## src/rtl/bscan_xcvr_pkg.sv

```systemverilog
package bscan_xcvr_pkg;

  localparam int LANES = 2;

  // data cell groups, from the top of the chain downward
  localparam int GRP_A_IN  = 0;
  localparam int GRP_B_OUT = 1;
  localparam int GRP_B_IN  = 2;
  localparam int GRP_A_OUT = 3;

  // control cell slots within one lane's group of four
  localparam int SLOT_DIR = 0;
  localparam int SLOT_G   = 1;
  localparam int SLOT_AOE = 2;
  localparam int SLOT_BOE = 3;

  // index of data bit 'bitn' of 'lane' in group 'grp'; bit 0 sits highest
  function automatic int grp_idx(int w, int grp, int lane, int bitn);
    return (4 - grp) * LANES * w - 1 - w * lane - bitn;
  endfunction

  // index of a control cell; control cells occupy the top of the chain
  function automatic int ctl_idx(int w, int lane, int slot);
    return 4 * LANES * w + 4 * LANES - 1 - 4 * lane - slot;
  endfunction

endpackage

```

## src/rtl/bscan_rst_sync.sv

```systemverilog
module bscan_rst_sync (
  input  logic clk,
  input  logic rst_ni,
  output logic rst_no
);
  logic [1:0] stage_q;

  always_ff @(posedge clk or negedge rst_ni) begin
    if (!rst_ni) stage_q <= 2'b00;
    else         stage_q <= {stage_q[0], 1'b1};
  end

  assign rst_no = stage_q[1];
endmodule

```

## src/rtl/bscan_core.sv

```systemverilog
module bscan_core
  import bscan_xcvr_pkg::*;
#(
  parameter int W = 9
) (
  input  logic [LANES-1:0]   oe_n,
  input  logic [LANES-1:0]   dir,
  input  logic [LANES*W-1:0] a_in,
  input  logic [LANES*W-1:0] b_in,
  output logic [LANES*W-1:0] a_data,
  output logic [LANES*W-1:0] b_data,
  output logic [LANES-1:0]   aoe,
  output logic [LANES-1:0]   boe
);
  for (genvar l = 0; l < LANES; l++) begin : g_lane
    assign a_data[l*W +: W] = b_in[l*W +: W];
    assign b_data[l*W +: W] = a_in[l*W +: W];
    assign aoe[l] = ~oe_n[l] & ~dir[l];
    assign boe[l] = ~oe_n[l] &  dir[l];
  end
endmodule

```

## src/rtl/bscan_bsr.sv

```systemverilog
module bscan_bsr
  import bscan_xcvr_pkg::*;
#(
  parameter int W = 9
) (
  input  logic                        clk,
  input  logic                        rst_n,
  input  logic                        cap_en,
  input  logic                        shf_en,
  input  logic                        upd_en,
  input  logic                        tst_rst,
  input  logic                        tdi,
  input  logic [4*LANES*(W+1)-1:0]    cap_vec,
  output logic                        tdo,
  output logic [LANES*W-1:0]          upd_a,
  output logic [LANES*W-1:0]          upd_b,
  output logic [LANES-1:0]            upd_aoe,
  output logic [LANES-1:0]            upd_boe
);
  localparam int LEN = 4 * LANES * (W + 1);

  logic [LEN-1:0]     sr_d, sr_q;
  logic [LANES*W-1:0] ua_d, ua_q, ub_d, ub_q;
  logic [LANES-1:0]   uaoe_d, uaoe_q, uboe_d, uboe_q;

  always_comb begin
    sr_d = sr_q;
    if (cap_en)      sr_d = cap_vec;
    else if (shf_en) sr_d = {tdi, sr_q[LEN-1:1]};
  end

  always_comb begin
    ua_d   = ua_q;
    ub_d   = ub_q;
    uaoe_d = uaoe_q;
    uboe_d = uboe_q;
    if (tst_rst) begin
      ua_d   = '0;
      ub_d   = '0;
      uaoe_d = '0;
      uboe_d = '0;
    end else if (upd_en) begin
      for (int l = 0; l < LANES; l++) begin
        for (int k = 0; k < W; k++) begin
          ua_d[l*W+k] = sr_q[grp_idx(W, GRP_A_OUT, l, k)];
          ub_d[l*W+k] = sr_q[grp_idx(W, GRP_B_OUT, l, k)];
        end
        uaoe_d[l] = sr_q[ctl_idx(W, l, SLOT_AOE)];
        uboe_d[l] = sr_q[ctl_idx(W, l, SLOT_BOE)];
      end
    end
  end

  always_ff @(posedge clk or negedge rst_n) begin
    if (!rst_n) begin
      sr_q   <= '0;
      ua_q   <= '0;
      ub_q   <= '0;
      uaoe_q <= '0;
      uboe_q <= '0;
    end else begin
      sr_q   <= sr_d;
      ua_q   <= ua_d;
      ub_q   <= ub_d;
      uaoe_q <= uaoe_d;
      uboe_q <= uboe_d;
    end
  end

  assign tdo     = sr_q[0];
  assign upd_a   = ua_q;
  assign upd_b   = ub_q;
  assign upd_aoe = uaoe_q;
  assign upd_boe = uboe_q;

  AST_CAPTURE_LOAD: assert property (@(posedge clk) disable iff (!rst_n)
    cap_en |=> (sr_q == $past(cap_vec)));
  AST_SHIFT_ENTRY: assert property (@(posedge clk) disable iff (!rst_n)
    (shf_en && !cap_en) |=> (sr_q[LEN-1] == $past(tdi)));
  AST_LATCH_HOLD: assert property (@(posedge clk) disable iff (!rst_n)
    (!upd_en && !tst_rst) |=> $stable({ua_q, ub_q, uaoe_q, uboe_q}));
  AST_TRST_CLEAR: assert property (@(posedge clk) disable iff (!rst_n)
    tst_rst |=> ({ua_q, ub_q, uaoe_q, uboe_q} == '0));
endmodule

```

## src/rtl/bscan_dual_xcvr.sv

```systemverilog
module bscan_dual_xcvr
  import bscan_xcvr_pkg::*;
#(
  parameter int W = 9
) (
  input  logic               clk,
  input  logic               rst_n,
  input  logic               drive_mode,
  input  logic               cap_en,
  input  logic               shf_en,
  input  logic               upd_en,
  input  logic               tst_rst,
  input  logic               tdi,
  output logic               tdo,
  input  logic [LANES-1:0]   lane_oe_n,
  input  logic [LANES-1:0]   lane_dir,
  input  logic [LANES*W-1:0] a_in,
  output logic [LANES*W-1:0] a_out,
  output logic [LANES-1:0]   a_oe,
  input  logic [LANES*W-1:0] b_in,
  output logic [LANES*W-1:0] b_out,
  output logic [LANES-1:0]   b_oe
);
  localparam int CHAIN_LEN = 4 * LANES * (W + 1);

  logic                 rst_n_s;
  logic [LANES*W-1:0]   core_a, core_b, upd_a, upd_b;
  logic [LANES-1:0]     core_aoe, core_boe, upd_aoe, upd_boe;
  logic [CHAIN_LEN-1:0] cap_vec;

  bscan_rst_sync u_rst (
    .clk    (clk),
    .rst_ni (rst_n),
    .rst_no (rst_n_s)
  );

  bscan_core #(.W(W)) u_core (
    .oe_n   (lane_oe_n),
    .dir    (lane_dir),
    .a_in   (a_in),
    .b_in   (b_in),
    .a_data (core_a),
    .b_data (core_b),
    .aoe    (core_aoe),
    .boe    (core_boe)
  );

  // capture image: pins on observe cells, core results on drive cells
  always_comb begin
    cap_vec = '0;
    for (int l = 0; l < LANES; l++) begin
      for (int k = 0; k < W; k++) begin
        cap_vec[grp_idx(W, GRP_A_IN,  l, k)] = a_in[l*W+k];
        cap_vec[grp_idx(W, GRP_B_OUT, l, k)] = core_b[l*W+k];
        cap_vec[grp_idx(W, GRP_B_IN,  l, k)] = b_in[l*W+k];
        cap_vec[grp_idx(W, GRP_A_OUT, l, k)] = core_a[l*W+k];
      end
      cap_vec[ctl_idx(W, l, SLOT_DIR)] = lane_dir[l];
      cap_vec[ctl_idx(W, l, SLOT_G)]   = lane_oe_n[l];
      cap_vec[ctl_idx(W, l, SLOT_AOE)] = core_aoe[l];
      cap_vec[ctl_idx(W, l, SLOT_BOE)] = core_boe[l];
    end
  end

  bscan_bsr #(.W(W)) u_bsr (
    .clk     (clk),
    .rst_n   (rst_n_s),
    .cap_en  (cap_en),
    .shf_en  (shf_en),
    .upd_en  (upd_en),
    .tst_rst (tst_rst),
    .tdi     (tdi),
    .cap_vec (cap_vec),
    .tdo     (tdo),
    .upd_a   (upd_a),
    .upd_b   (upd_b),
    .upd_aoe (upd_aoe),
    .upd_boe (upd_boe)
  );

  assign a_out = drive_mode ? upd_a   : core_a;
  assign b_out = drive_mode ? upd_b   : core_b;
  assign a_oe  = drive_mode ? upd_aoe : core_aoe;
  assign b_oe  = drive_mode ? upd_boe : core_boe;

  for (genvar l = 0; l < LANES; l++) begin : g_chk
    AST_LANE_OFF: assert property (@(posedge clk) disable iff (!rst_n_s)
      (!drive_mode && lane_oe_n[l]) |-> (!a_oe[l] && !b_oe[l]));
    AST_ONE_SIDE: assert property (@(posedge clk) disable iff (!rst_n_s)
      (!drive_mode && !lane_oe_n[l]) |-> $countones({a_oe[l], b_oe[l]}) == 1);
  end
endmodule

```

## config.mk

```make
export PLATFORM = sky130hd
export DESIGN_NAME = bscan_dual_xcvr
export DESIGN_NICKNAME = d
export VERILOG_FILES = /design/src/rtl/bscan_xcvr_pkg.sv /design/src/rtl/bscan_rst_sync.sv /design/src/rtl/bscan_core.sv /design/src/rtl/bscan_bsr.sv /design/src/rtl/bscan_dual_xcvr.sv
export SDC_FILE = /design/constraint.sdc
export NUM_CORES = 1
export LEC_CHECK = 0
export BUFFER_PORTS_ARGS = -buffer_cell sky130_fd_sc_hd__buf_2
export CORE_MARGIN = 10
export CORE_UTILIZATION = 52
export CTS_BUF_LIST = sky130_fd_sc_hd__clkbuf_16
export DETAILED_ROUTE_END_ITERATION = 16
export HOLD_SLACK_MARGIN = 0.05
export PLACE_DENSITY = 0.82
export SLEW_MARGIN = 5
export SYNTH_ARGS = -nofsm -noshare
export SYNTH_HDL_FRONTEND = slang
export SYNTH_SLANG_ARGS = --single-unit
```

## constraint.sdc

```tcl
create_clock -name clk -period 3.5 [get_ports clk]
set_clock_uncertainty 0.15 [all_clocks]
set_input_delay 0.7 -clock clk [delete_from_list [all_inputs] [get_ports clk]]
set_output_delay 0.7 -clock clk [all_outputs]
set_load 0.005 [all_outputs]
```

**Word-level counts from Yosys, hierarchy flattened**

Index checks and enable logic that the tools add are counted.

- Flip-flop bits (word level): 122
- Bits in latches: 0
- RAM bits: 0
- Bits in read-only memories: 0
- Bits of input ports: 48
- Output and inout port bits: 41
- Memories: 0

- Add/sub/neg operators: 0
- Multipliers: 0
- Div/mod/pow operators: 0
- Magnitude comparators: 0
- Equal/unequal tests: 0
- Shift-type cells: 0
- Muxes and demuxes: 14
- Bitwise operators: 8
- Reduce and logical (&&, ||, !) cells: 2

Operators by type and width:

| cell | count |
|---|---|
| 80-bit two-way mux | 2 |
| 18-bit two-way mux | 6 |
| 2-bit two-way mux | 6 |
| 1-bit bitwise AND | 4 |
| 1-bit NOT | 4 |
| 2-bit nonzero test | 2 |

**Depth between registers and ports, before layout**

- Depth after elaboration: 3
- Gate-level depth with buffers: 5

**Cells and area by module**

A second synthesis with hierarchy kept.

- Cell total of the unflattened synthesis: 562
- Area total of the unflattened synthesis: 6241.0 um^2

By module, submodules not included:

| module | times used | cells an instance | area each (um^2) | sequential area each (um^2) |
|---|---|---|---|---|
| bscan_bsr | 1 | 475 | 5396.4 | 3002.9 |
| bscan_dual_xcvr | 1 | 44 | 495.5 | 0.0 |
| bscan_core | 1 | 40 | 295.3 | 0.0 |
| bscan_rst_sync | 1 | 3 | 53.8 | 50.0 |

**Least setup slack after synthesis**

OpenSTA, ideal clock, no wires.

- Path kind: input-to-output
- Start point: input drive_mode
- End point: output a_out[10]
- Data arrival time: 1.418 ns
- Data required time: 2.650 ns
- Slack: 1.232 ns
- Cell stages on the path: 3
- Buffers on the path: 2
- Cell sequence: buf_2 > buf_2 > mux2_2

- Word-level cells in the longest chain between the ends: 1

Ends and longest elaborated chain:

| what | RTL line | RTL |
|---|---|---|
| start, declared | bscan_dual_xcvr.sv:8 | `input logic drive_mode,` |
| 18-bit two-way mux | bscan_dual_xcvr.sv:81 | `assign a_out = drive_mode ? upd_a : core_a;` |
| end, declared | bscan_dual_xcvr.sv:18 | `output logic [LANES*W-1:0] a_out,` |

No other way between the ends.

**Worst setup path in the final report**

- Start point: input drive_mode
- End point: output b_out[0]

- Word-level cells in the longest chain between the ends: 1

Ends and longest elaborated chain:

| what | RTL line | RTL |
|---|---|---|
| 18-bit two-way mux | bscan_dual_xcvr.sv:82 | `assign b_out = drive_mode ? upd_b : core_b;` |
| end, declared | bscan_dual_xcvr.sv:21 | `output logic [LANES*W-1:0] b_out,` |

No other way between the ends.

==> flow_summary_export.csv <==
group,metric,value,unit
route,vias,3726,
final_layout,fin_nets,577,
cts,clock_sinks,122,
synthesis,yosys-top-cells-count,"dfrtp_1 (122), mux2_2 (108), mux2_4 (72)",
timing,hold_violations,0,
synthesis,post-synth-top-area-fraction,47.67,%
setup_path,cp-end-kind,"primary output",
setup_path,timing.critical_path.required,2.65,ns
synthesis,ys_top_cells_by_area,"dfrtp_1 (48%), mux2_2 (19%), mux2_4 (17%)",
route,route.detailed.drc,0,
synthesis,synth_area,6404,sq um
placed_design,dpl.hpwl,7988,um
synthesis,async_flop_share,100.0,%
synthesis,synth_most_common_cell,"dfrtp_1",
grt,grt_pass1_vias,4099,
setup_path,worstPathMaxFanout,44,
floorplan,fp.dieArea,17150,sq um
synthesis,ys_seq_area_share,47.67,%
setup_path,crit_path_start_kind,"input pin",
setup_path,crit_path_cell_trace,"buf_2 > buf_12 > mux2_2 > buf_2",
synthesis,synth_top_area_cell,"dfrtp_1",
synthesis,ys_ff_latch,122,
cts,cts_setup_buffers,0,
job,drv_cap,0,
route,antenna_left,0,
setup_path,reg2reg_to,"u_bsr.sr_q[34]",
synthesis,synthFlopType,"dfrtp_1",
min_path,worstHoldPathCells,0,
floorplan,io_pins,89,
final_layout,area_delta_synth_final,16.06,%
grt,grt_pass1_wl,20800,um
grt,grt_overflow,0,
cts,cts_tree,"built",
cts,clockBufferDepth,2,
grt,grt_max_degree,81,
synthesis,yosysWarnings,0,
setup_path,critPathMaxStageDelay,0.39,ns
timing,fmax,0.4098,GHz
placed_design,gp_congestion,0.7410,
min_path,hold_class,"register to register",
run_status,outcome,"finished clean",
timing,min_period,2.440,ns
route,wl,12450,um
timing,tns,0,ns
synthesis,syn_inst,448,
setup_path,r2r_cells,1,
final_layout,drive_gt1_share,55.72,%
route,wl_per_cell,18.01,um
timing,setup_viol,0,
synthesis,synth_area_per_cell,14.29,sq um
grt,grtUsageTotal,15.47,%
timing,worst_pin_slew,0.8943,ns
cts,cts.htree.levels,4,
power,power_density,538.3,nW/um^2
cts,cts_root_buf,"clkbuf_16",
setup_path,critical_path.most_common_cell,"buf_2",
floorplan,core_area,12010,sq um
floorplan,die_h,131.0,um
setup_path,rrSetupSlack,2.09,ns
setup_path,path_class,"input pin to primary output",
floorplan,start_util,53.31,%
floorplan,rows,40,
cts,hold_buffers,1,
timing,slew_headroom,40.38,%
cts,cts_buffers,17,
min_path,min_from,"u_rst.stage_q[0]",
cts,clkTransAtPathRegs,0.05,ns
final_layout,fillers,929,
route,drt_first_iter_violations,156,
grt,antenna_found_initial,2,
timing,drv_slew,0,
power,leakage,3.661,nW
final_layout,finalInstanceArea,7432,sq um
timing,rsz0062_at_grt,"false",
route,drt-pass1-iter-count,4,
floorplan,dieWidth,131.0,um
synthesis,ys_types,15,
synthesis,synth_nets,496,
setup_path,startpoint,"drive_mode",
cts,clock_latency,0.42,ns
setup_path,arrival,1.59,ns
route,viasPerCell,5.392,
setup_path,r2r_start,"u_rst.stage_q[1]",
placed_design,port-buffer-count,88,
synthesis,synth_edf_count,0,
timing,min_period_over_period,69.72,%
setup_path,crit_slowest_cell,"mux2_2",
power,ir_drop,0.3535,mV
placed_design,placedInstanceArea,6848,sq um
min_path,holdPathEnd,"u_rst.stage_q[1]",
cts,cts_resized,0,
## critical path, delay by kind of cell
kind	cells	cell delay [ns]
muxes	1	0.39
buffers and inverters	3	0.47
## routing by layer
metal | global-route usage (%) | share of wire, %
met1 | 19.71 | 46
met5 | 0 | 0
met4 | 5.690 | 1.3
met2 | 23.81 | 47
met3 | 5.399 | 5.7
## worst max path at each step
stage          depth (start not counted)         to
3_5_place_dp                           4   b_out[0]
3_3_place_gp                           4  a_out[16]
6_report                               4   b_out[0]
2_1_floorplan                          3  a_out[10]
5_1_grt                                4   b_out[0]
4_1_cts                                4   b_out[0]
## cells in the final DEF (no fill, tap or decap)
master / count
diode_2: 2
nand2_1: 8
inv_1: 5
or3b_2: 2
nor2_1: 40
mux2i_1: 50
o31ai_1: 2
mux2_4: 72
dfrtp_4: 1
nand2b_1: 2
buf_4: 4
buf_12: 4
dlygate4sd3_1: 1
clkinv_1: 2
clkinv_2: 4
clkinvlp_4: 1
buf_2: 86
o21ai_0: 8
conb_1: 1
mux2_2: 108
dfrtp_1: 121
clkbuf_16: 17
bufinv_16: 3
## cells by family (layout without fill, tap and decap cells)
| kind of cell | after synthesis | count (layout) | share of synthesized area (%) |
|---|---|---|---|
| muxes | 230 | 230 | 43.69 |
| DFF | 122 | 122 | 47.67 |
| and+or+nand+nor | 52 | 52 | 3.283 |
| buffers and inverters | 33 | 127 | 4.435 |
| AOI/OAI and AO/OA | 10 | 10 | 0.8597 |
| other | 1 | 3 | 0.05856 |
## metrics by stage
step	worst slack, ns	std cells	hold slack [ns]	total power (W)	util (%)
2_1_floorplan	1.232	448	0.1811	0.002177	-
3_3_place_gp	1.070	656	0.1815	0.002315	57.01
3_5_place_dp	1.058	656	0.1919	0.002342	57.01
4_1_cts	1.057	689	0.2029	0.004048	61.83
5_1_grt	1.031	689	0.2087	0.004189	61.83
6_report	1.060	691	0.2000	0.004001	61.88
## cell type report
cell class / instances / area (sq um) / share of cell area [%]
timing repair buffer: 95 / 550.5 / 7.407
clock inverter: 15 / 143.9 / 1.936
sequential: 122 / 3057 / 41.13
multi-input combinational: 293 / 3067 / 41.26
antenna: 2 / 5.005 / 0.06734
tap: 147 / 183.9 / 2.475
clock buffer: 17 / 425.4 / 5.724
## sequential cells by signal, indices dropped and copies added (netlist names)
signal,cells
u_bsr.upd_aoe,2
u_bsr.sr_q,80
u_bsr.upd_boe,2
u_bsr.upd_a,18
u_rst.stage_q,2
u_bsr.upd_b,18
## power by group
group | leakage (nW) | internal (W) | switching (W)
combinational | 1.87 | 0.000404 | 0.000228
clock | 0.297 | 0.00109 | 0.000594
sequential | 1.50 | 0.00157 | 0.000118
total | 3.66 | 0.00306 | 0.000940
Note: power is estimated with default switching activity, not from simulation.
